## config.mk

```make
export PLATFORM = sky130hd
export DESIGN_NAME = sectorQuotaRepl
export DESIGN_NICKNAME = d
export VERILOG_FILES = /design/src/rtl/sqrPkg.sv /design/src/rtl/sqrDatapath.sv /design/src/rtl/sqrControl.sv /design/src/rtl/sectorQuotaRepl.sv
export SDC_FILE = /design/constraint.sdc
export NUM_CORES = 2
export LEC_CHECK = 0
export BUFFER_PORTS_ARGS = -buffer_cell sky130_fd_sc_hd__buf_4
export CAP_MARGIN = 20
export CORE_MARGIN = 4
export CORE_UTILIZATION = 50
export CTS_BUF_LIST = sky130_fd_sc_hd__clkbuf_16
export DETAILED_ROUTE_END_ITERATION = 7
export PLACE_DENSITY = 0.69
export SETUP_SLACK_MARGIN = 0.02
export SYNTH_ARGS = -nofsm -noshare
export SYNTH_HDL_FRONTEND = slang
export SYNTH_SLANG_ARGS = --single-unit
```

## constraint.sdc

```tcl
create_clock -name clk -period 36.9 [get_ports clk]
set_input_delay 5.535 -clock clk [delete_from_list [all_inputs] [get_ports clk]]
set_output_delay 5.535 -clock clk [all_outputs]
set_load 0.01 [all_outputs]
```

## src/rtl/sqrPkg.sv

```systemverilog
package sqrPkg;
  // Update strobes from control to the state arrays
  typedef struct packed {
    logic touch;      // make the update way most recent
    logic fill;       // set valid and load the sector bit
    logic sectorBit;  // sector written on a fill
  } sqrStrobe_t;
endpackage

```

## src/rtl/sqrDatapath.sv

```systemverilog
module sqrDatapath
  import sqrPkg::*;
#(
  parameter int NUM_WAYS = 10,
  parameter int NUM_SETS = 16,
  localparam int WAY_W = $clog2(NUM_WAYS),
  localparam int IDX_W = $clog2(NUM_SETS)
) (
  input  logic             clk,
  input  logic             rstN,
  input  logic [IDX_W-1:0] rdIdx,
  input  sqrStrobe_t       stb,
  input  logic [WAY_W-1:0] updWay,
  output logic [NUM_WAYS-1:0] setValid,
  output logic [NUM_WAYS-1:0] setSector,
  output logic [WAY_W-1:0]    setRank [NUM_WAYS]
);

  logic [NUM_WAYS-1:0] validArr  [NUM_SETS];
  logic [NUM_WAYS-1:0] sectorArr [NUM_SETS];
  logic [WAY_W-1:0]    rankArr   [NUM_SETS][NUM_WAYS];

  assign setValid  = validArr[rdIdx];
  assign setSector = sectorArr[rdIdx];

  for (genvar w = 0; w < NUM_WAYS; w++) begin : g_rankRd
    assign setRank[w] = rankArr[rdIdx][w];
  end

  // The update always targets the set being read (rdIdx)
  always_ff @(posedge clk or negedge rstN) begin
    if (!rstN) begin
      for (int s = 0; s < NUM_SETS; s++) begin
        validArr[s]  <= '0;
        sectorArr[s] <= '0;
        for (int w = 0; w < NUM_WAYS; w++) begin
          rankArr[s][w] <= WAY_W'(w);
        end
      end
    end else if (stb.touch) begin
      for (int s = 0; s < NUM_SETS; s++) begin
        if (rdIdx == IDX_W'(s)) begin
          if (stb.fill) begin
            validArr[s][updWay]  <= 1'b1;
            sectorArr[s][updWay] <= stb.sectorBit;
          end
          for (int w = 0; w < NUM_WAYS; w++) begin
            if (updWay == WAY_W'(w)) begin
              rankArr[s][w] <= '0;
            end else if (rankArr[s][w] < rankArr[s][updWay]) begin
              rankArr[s][w] <= rankArr[s][w] + WAY_W'(1);
            end
          end
        end
      end
    end
  end


  fill_tag_chk: assert property (@(posedge clk) disable iff (!rstN)
    $past(stb.touch && stb.fill) |->
      (validArr[$past(rdIdx)][$past(updWay)] &&
       sectorArr[$past(rdIdx)][$past(updWay)] == $past(stb.sectorBit)));


  hit_sector_keep_chk: assert property (@(posedge clk) disable iff (!rstN)
    $past(stb.touch && !stb.fill) |->
      (sectorArr[$past(rdIdx)][$past(updWay)] == $past(sectorArr[rdIdx][updWay]) &&
       validArr[$past(rdIdx)][$past(updWay)] == $past(validArr[rdIdx][updWay])));


  touch_mru_chk: assert property (@(posedge clk) disable iff (!rstN)
    $past(stb.touch) |-> rankArr[$past(rdIdx)][$past(updWay)] == '0);

endmodule

```

## src/rtl/sqrControl.sv

```systemverilog
module sqrControl
  import sqrPkg::*;
#(
  parameter int NUM_WAYS = 10,
  localparam int WAY_W = $clog2(NUM_WAYS),
  localparam int QW = $clog2(NUM_WAYS + 1)
) (
  input  logic                clk,
  input  logic                rstN,
  input  logic                lookupValid,
  input  logic                lookupHit,
  input  logic [WAY_W-1:0]    hitWay,
  input  logic                reqSector,
  input  logic [QW-1:0]       sector1Quota,
  input  logic [NUM_WAYS-1:0] setValid,
  input  logic [NUM_WAYS-1:0] setSector,
  input  logic [WAY_W-1:0]    setRank [NUM_WAYS],
  output sqrStrobe_t          stb,
  output logic [WAY_W-1:0]    updWay,
  output logic [WAY_W-1:0]    victimWay,
  output logic                victimValid
);

  logic             missNow;
  logic             anyFree;
  logic [WAY_W-1:0] freeWay;
  logic [QW-1:0]    cnt1, quota1, ownCnt, ownQuota;
  logic             targetSec;
  logic             tgtFound;
  logic [WAY_W-1:0] tgtWay, tgtRank, allWay, allRank;
  logic [WAY_W-1:0] pickWay;

  assign missNow = lookupValid && !lookupHit;

  always_comb begin
    anyFree = 1'b0;
    freeWay = '0;
    for (int w = NUM_WAYS - 1; w >= 0; w--) begin
      if (!setValid[w]) begin
        anyFree = 1'b1;
        freeWay = WAY_W'(w);
      end
    end

    cnt1 = '0;
    for (int w = 0; w < NUM_WAYS; w++) begin
      if (setValid[w] && setSector[w]) cnt1 = cnt1 + QW'(1);
    end

    quota1   = (sector1Quota > QW'(NUM_WAYS)) ? QW'(NUM_WAYS) : sector1Quota;
    ownCnt   = reqSector ? cnt1 : QW'(NUM_WAYS) - cnt1;
    ownQuota = reqSector ? quota1 : QW'(NUM_WAYS) - quota1;
    targetSec = (ownCnt < ownQuota) ? ~reqSector : reqSector;

    tgtFound = 1'b0;
    tgtWay   = '0;
    tgtRank  = '0;
    allWay   = '0;
    allRank  = '0;
    for (int w = 0; w < NUM_WAYS; w++) begin
      if (setRank[w] >= allRank) begin
        allRank = setRank[w];
        allWay  = WAY_W'(w);
      end
      if (setSector[w] == targetSec && (!tgtFound || setRank[w] > tgtRank)) begin
        tgtFound = 1'b1;
        tgtRank  = setRank[w];
        tgtWay   = WAY_W'(w);
      end
    end

    pickWay = anyFree ? freeWay : (tgtFound ? tgtWay : allWay);
  end

  always_comb begin
    stb.touch     = lookupValid;
    stb.fill      = missNow;
    stb.sectorBit = reqSector;
    updWay        = missNow ? pickWay : hitWay;
  end

  always_ff @(posedge clk or negedge rstN) begin
    if (!rstN) begin
      victimValid <= 1'b0;
      victimWay   <= '0;
    end else begin
      victimValid <= missNow;
      if (missNow) victimWay <= pickWay;
    end
  end


  victim_pulse_chk: assert property (@(posedge clk) disable iff (!rstN)
    victimValid == $past(lookupValid && !lookupHit));


  way_range_chk: assert property (@(posedge clk) disable iff (!rstN)
    victimValid |-> victimWay < WAY_W'(NUM_WAYS));


  invalid_first_chk: assert property (@(posedge clk) disable iff (!rstN)
    (missNow && !(&setValid)) |-> !setValid[pickWay]);


  sector_target_chk: assert property (@(posedge clk) disable iff (!rstN)
    (missNow && (&setValid) && tgtFound) |-> setSector[pickWay] == targetSec);

endmodule

```

## src/rtl/sectorQuotaRepl.sv

```systemverilog
module sectorQuotaRepl
  import sqrPkg::*;
#(
  parameter int NUM_WAYS = 10,
  parameter int NUM_SETS = 16,
  localparam int WAY_W = $clog2(NUM_WAYS),
  localparam int IDX_W = $clog2(NUM_SETS),
  localparam int QW = $clog2(NUM_WAYS + 1)
) (
  input  logic             clk,
  input  logic             rstN,
  input  logic             lookupValid,
  input  logic             lookupHit,
  input  logic [IDX_W-1:0] lookupIdx,
  input  logic [WAY_W-1:0] hitWay,
  input  logic             reqSector,
  input  logic [QW-1:0]    sector1Quota,
  output logic [WAY_W-1:0] victimWay,
  output logic             victimValid
);

  sqrStrobe_t          stb;
  logic [WAY_W-1:0]    updWay;
  logic [NUM_WAYS-1:0] setValid;
  logic [NUM_WAYS-1:0] setSector;
  logic [WAY_W-1:0]    setRank [NUM_WAYS];

  sqrControl #(.NUM_WAYS(NUM_WAYS)) u_ctrl (
    .clk(clk), .rstN(rstN),
    .lookupValid(lookupValid), .lookupHit(lookupHit), .hitWay(hitWay),
    .reqSector(reqSector), .sector1Quota(sector1Quota),
    .setValid(setValid), .setSector(setSector), .setRank(setRank),
    .stb(stb), .updWay(updWay),
    .victimWay(victimWay), .victimValid(victimValid)
  );

  sqrDatapath #(.NUM_WAYS(NUM_WAYS), .NUM_SETS(NUM_SETS)) u_data (
    .clk(clk), .rstN(rstN),
    .rdIdx(lookupIdx), .stb(stb), .updWay(updWay),
    .setValid(setValid), .setSector(setSector), .setRank(setRank)
  );

endmodule

```

# After elaboration in Yosys (flattened, before gate mapping)
# Index checks and enable logic that the tools add are counted.
dict set report totals {
  regBits 965
  out_inout_bits 5
  elab_cells 1459
}
dict set report classes {
  n_addsub 171
  magnitude_cmp 185
  n_eq_ne 34
  n_mux 478
  bitwise 19
  n_reduce_logical 378
}
# op count
set op_table {}
lappend op_table {{$mux W4} 399}
lappend op_table {{$add A4 B1 Y4 const B} 168}
lappend op_table {{$lt A4 B4 Y1} 161}
lappend op_table {{$reduce_and A3 Y1} 176}
lappend op_table {{$reduce_bool A2 Y1} 160}
lappend op_table {{$bmux W4 S4} 16}
lappend op_table {{$bmux W40 S4} 1}
lappend op_table {{$bwmux W10} 16}
lappend op_table {{$or A10 B10 Y10} 16}
lappend op_table {{$bmux W10 S4} 2}
lappend op_table {{$mux W40} 2}
lappend op_table {{$eq A4 B4 Y1 const B} 10}
lappend op_table {{$mux W10} 4}
lappend op_table {{$ge A4 B4 Y1} 9}
lappend op_table {{$gt A4 B4 Y1} 9}
lappend op_table {{$eq A4 B3 Y1 const B} 8}
lappend op_table {{$mux W1} 25}
lappend op_table {{$mux W3} 8}
lappend op_table {{$logic_and A1 B1 Y1} 21}
lappend op_table {{$eq A4 B2 Y1 const B} 4}
lappend op_table {{$eq A1 B1 Y1} 10}
lappend op_table {{$ge A5 B5 Y1 const B} 2}
lappend op_table {{$logic_not A1 Y1} 10}
lappend op_table {{$not A4 Y5} 2}
lappend op_table {{11 further kinds} 26}

# Logic depth before layout (Yosys ltp)
dict set report logic_depth {
  word_depth 76
  depth_mapped 156
  depth_no_buf 145
}

# Cells and area by module
# Synthesis repeated with hierarchy kept, for this count alone.
dict set report hier_totals {
  hier_cells 7524
  area_unflattened_um2 75839.0
}
# mod instances cells_per_inst area_per_inst_um2 seq_area_each_um2
set modules_own_cells {}
lappend modules_own_cells {sqrDatapath 1 6899 71260.8 24323.3}
lappend modules_own_cells {sqrControl 1 625 4578.1 125.1}

# Worst setup path before layout
# OpenSTA, ideal clock, no wires.
dict set report synth_timing {
  path_type {input-to-reg}
  start {in lookupIdx[1]}
  end {reg u_data.rankArr[561] (netlist bit)}
  setup_ns 0.121
  arrival_time_ns 32.029
  t_required_ns 36.779
  setup_slack_ns 4.750
  cell_stages 143
  path_buffers 12
  cell_sequence {buf_2 -> buf_4 -> clkbuf_1 -> buf_1 -> mux4_2 -> mux4_2 -> and2_1 -> inv_1 -> ha_1 -> a21boi_1 -> or2_2 -> xnor2_1 -> inv_1 -> ha_1 -> mux2i_1 -> xnor2_1 -> nor2_1 -> a21oi_1 -> (+107 left out) -> nand2_1 -> o31a_1 -> o21a_4 -> nor2_4 -> buf_4 -> buf_4 -> clkbuf_1 -> clkbuf_1 -> clkbuf_1 -> buf_1 -> a31oi_1 -> o21ai_0 -> ha_1 -> nand3_1 -> a31oi_1 -> a2111oi_1 -> o21ai_0 -> a22o_1}
}
dict set report synth_between {
  elab_chain_cells 76
  word_cells_on_any_way 178
}
# element line_no
set synth_rtl {}
lappend synth_rtl {{start, declared} sectorQuotaRepl.sv:14} ;# input logic [IDX_W-1:0] lookupIdx,
lappend synth_rtl {{$not A4 Y5 (not written as such)} {sqrDatapath.sv:23, sqrDatapath.sv:24, sqrDatapath.sv:27}}
lappend synth_rtl {{$bmux W10 S4, on equally long branches} {sqrDatapath.sv:23, sqrDatapath.sv:24}}
lappend synth_rtl {{$mux W10, on equally long branches (2 in a row)} {sqrDatapath.sv:23, sqrDatapath.sv:24}}
lappend synth_rtl {{$logic_and A1 B1 Y1} sqrControl.sv:47} ;# if (setValid[w] && setSector[w]) cnt1 = cnt1 + QW'(1);
lappend synth_rtl {{$mux W1} sqrControl.sv:47}
lappend synth_rtl {{$add A1 B1 Y2} sqrControl.sv:47}
lappend synth_rtl {{$mux W4} sqrControl.sv:47}
lappend synth_rtl {{$add A4 B1 Y4} sqrControl.sv:47}
lappend synth_rtl {{(+57 left out)} --}
lappend synth_rtl {{$mux W4 (2 in a row)} sqrControl.sv:72} ;# pickWay = anyFree ? freeWay : (tgtFound ? tgtWay : allWay);
lappend synth_rtl {{$mux W4} sqrControl.sv:79} ;# updWay = missNow ? pickWay : hitWay;
lappend synth_rtl {{$not A4 Y5 (not written as such)} sqrDatapath.sv:50} ;# end else if (rankArr[s][w] < rankArr[s][updWay]) begin
lappend synth_rtl {{$bmux W4 S4} sqrDatapath.sv:50}
lappend synth_rtl {{$mux W4 (not written as such) (2 in a row)} sqrDatapath.sv:50}
lappend synth_rtl {{$lt A4 B4 Y1} sqrDatapath.sv:50}
lappend synth_rtl {{$reduce_bool A2 Y1 (no line)} --}
lappend synth_rtl {{$reduce_and A3 Y1 (no line)} --}
lappend synth_rtl {{end signal, assigned by index} sqrDatapath.sv:37} ;# rankArr[s][w] <= WAY_W'(w);
lappend synth_rtl {{end signal, assigned by index} sqrDatapath.sv:51} ;# rankArr[s][w] <= rankArr[s][w] + WAY_W'(1);
lappend synth_rtl {{end, declared} sqrDatapath.sv:21} ;# logic [WAY_W-1:0] rankArr [NUM_SETS][NUM_WAYS];
# Parallel ways exist; a longest one is shown, timed or not. The select of a mux whose other input is x is not followed.
# A chain may end at the register's enable or synchronous reset.

# Worst setup path after layout
dict set report layout_timing {
  start {in lookupIdx[0]}
  end {reg u_data.rankArr[507] (netlist bit)}
}
# The elaborated chain is that of the path after synthesis.

==> impl_metrics.toml <==
[run_status]
outcome = "finished, violations left"
violations = "DRC"

[setup_path]
cp.arrival_ns = 35.06
max_stage_delay_ns = 0.85
reg2regPathDepth = 138
crit_path_end_kind = "flip-flop"
reg2reg_from = "u_data.sectorArr[1]$_DFFE_PN0P_"
critPathLaunchType = "input pin"
cp_max_fo = 118
cp-startpoint = "lookupIdx[0]"
cpMaxStageDelayCell = "nand2_1"
critical_path_class = "input pin to flip-flop"
critical_path_required_ns = 37.57

[sta]
worstMarginPinSlew_ns = 1.22
final.setup_skew_ns = 0.0766
rsz0062_at_grt = "false"
hold_viol_final = 0
finalCriticalPeriod_ns = 34.38
slew_viol_final = 0
finalCritPeriodShare = 0.932
worst_slack_ns = 2.52
tns_ns = 0
slew_headroom = 0.187
setup_viol = 0
fmax_mhz = 29.1

[power_and_ir_drop]
ir_worst_vdd_v = 0.0000434
power_density_nw_per_um2 = 66.0
leakage_uw = 0.0359

[placed_design]
place_area_um2 = 77700
port_buffers = 21
dp_hpwl_um = 206000
preCtsSetupSlack_ns = 1.92
place_congestion = 1.04

[hold_path]
min_path_cells = 1
hp-start = "u_data.validArr[134]$_DFFE_PN0P_"
hold_class = "flip-flop to flip-flop"

[logic_synthesis]
synth_top_area_share = 0.242
syn_nets = 8696
ys.warnings.count = 0
avgSynthCellArea_um2 = 9.44
yosysSeqAreaShare = 0.326
synth_flop_cell = "dfrtp_1"
syn_inst = 7955
synthTopCellsByArea = "dfrtp_1 (24%), ha_1 (12%), mux4_2 (8.7%), dfstp_2 (8.4%), nand2_1 (5.0%)"
yosys.area.top_type = "dfrtp_1"
synth-seq-cells = 965
ys_types = 114
synth_edf_count = 0
synthArstFlopShare = 1.00
syn_area_um2 = 75100

[clock_tree]
cts_root_buffer = "clkbuf_16"
post_cts_buffers = 0
cts_num_sinks = 965
cts_tree = "built"
cts_resized = 0
cts_buffer_depth = 3
cts_hold_buf = 0
clk_latency_ns = 0.80
clkTransAtPathRegs_ns = 0.06
htreeDepth = 3
numCtsBuffers = 111

[finish]
layout_common_cells = "nand2_1 (983), dfrtp_1 (725), ha_1 (724)"
fin_area_um2 = 81400
syn_to_final_growth_pct = 8.40
multi_input_area_um2 = 48200
regArea_um2 = 24400
fin_nets = 8581
final_common_cell = "nand2_1"
layout-drive-gt1-share = 0.158
n_fill_cell = 13000

[run]
cap_violations = 0

[global_routing]
grt_antenna_before_repair = 26
track_usage = 0.362
grt_pass1_vias = 65700
grt_overflow_total = 0
grt_max_degree = 189
grt_pass1_wl_um = 431000

[route]
drcViolationCount = 1
vias = 70200
drt_first_pass_iters = 8
first_iter_violations = 8556
viasPerCell = 7.05
finalWirelength_um = 291000
routedWlPerCell_um = 29.3
ant_nets = 0

[die]
initial_core_util = 0.506
die_h_um = 396
die_w_um = 396
ioPinCount = 22
die_area_um2 = 156000
core_area_um2 = 149000
rows = 141
-- metal layers --
metal  global-route usage  vias up  part of all wire  wire length (um)
li1                     -    30300                 -                 -
met4                0.218       18             0.076             22000
met3                0.117     1089              0.12             35900
met1                0.468    34600              0.38            112000
met5              0.00554        -           0.00081               237
met2                0.529     4198              0.42            122000
-- sequential cells by signal, indices dropped and copies added, names as in the netlist --
name / flops
u_data.sectorArr: 160
u_ctrl.victimWay: 4
u_data.validArr: 160
u_data.rankArr: 640
u_ctrl.victimValid: 1
-- synthesized netlist by cell type, types with 32 or more instances --
library cell and count:
nand2b_1 233, o21a_1 36, nand3_1 472, mux2_2 208
mux4_2 291, nand4_1 58, inv_1 265, o211ai_1 68
nor4b_1 36, and3_1 121, o311ai_0 81, o2bb2ai_1 46
buf_2 32, or3_1 74, dfrtp_1 725, nor2_1 331
clkbuf_1 323, o22ai_1 135, ha_1 724, nand2_1 991
dfstp_2 240, or4_1 114, a22o_1 80, a21o_1 115
o21ai_0 512, nor3_1 255, a211o_1 52, nor4_1 74
a21oi_1 301, mux2i_1 125, o31ai_1 35, buf_1 50
a31oi_1 100, a32o_1 54
-- through the flow --
stage | total power (uW) | cells | util | hold WS, ns
after floorplan | 3290 | 7955 | - | 0.429
after global placement | 4090 | 9725 | 0.523 | 0.444
after detailed placement | 4160 | 9728 | 0.523 | 0.447
after CTS | 5280 | 9940 | 0.547 | 0.464
after global routing | 5680 | 9941 | 0.548 | 0.468
final | 5370 | 9955 | 0.548 | 0.459
-- final timing paths --
path,endpoint,slack (ns)
worst max register to register,u_data.rankArr[507]$_DFFE_PN0P_,7.51
min in group asynchronous,u_data.rankArr[588]$_DFFE_PN0P_,4.92
max in group asynchronous,u_data.validArr[125]$_DFFE_PN0P_,28.03
worst max-delay path,u_data.rankArr[507]$_DFFE_PN0P_,2.52
worst min register to register,u_data.validArr[134]$_DFFE_PN0P_,0.46
worst min-delay path,u_data.validArr[134]$_DFFE_PN0P_,0.46
-- kinds of logic after synthesis --
group / count (synthesis) / share of synthesized area
and+or+nand+nor: 2974 / 0.200
AOI/OAI and AO/OA: 1941 / 0.177
DFF: 965 / 0.326
adders and majority gates: 725 / 0.121
buffers and inverters: 689 / 0.0363
muxes: 626 / 0.135
xor gates and xnor gates: 35 / 0.00437
-- where the power goes --
part / total (uW) / switching, uW / internal [uW] / leakage (uW)
sequential: 1780 / 465 / 1310 / 0.0117
combinational: 2490 / 1470 / 1020 / 0.0223
clock: 1110 / 502 / 606 / 0.00187
total: 5370 / 2430 / 2940 / 0.0359
-- area by class of cell --
class                      instances  share of cell area
sequential                       965               0.300
tap                             2002              0.0308
multi-input combinational       6301               0.592
antenna                           14            0.000430
timing repair buffer             196              0.0200
clock inverter                   101              0.0101
clock buffer                     111              0.0341
inverter                         265              0.0122
-- worst max-delay path: cells and delay by family --
family | cells | cell delay [ns]
compound gates | 57 | 11.09
xor+xnor | 8 | 1.62
fa+ha+maj | 16 | 4.44
buf+inv | 8 | 1.65
mux | 12 | 4.35
simple gates | 38 | 5.99
Power figures use the tool's default switching activity.
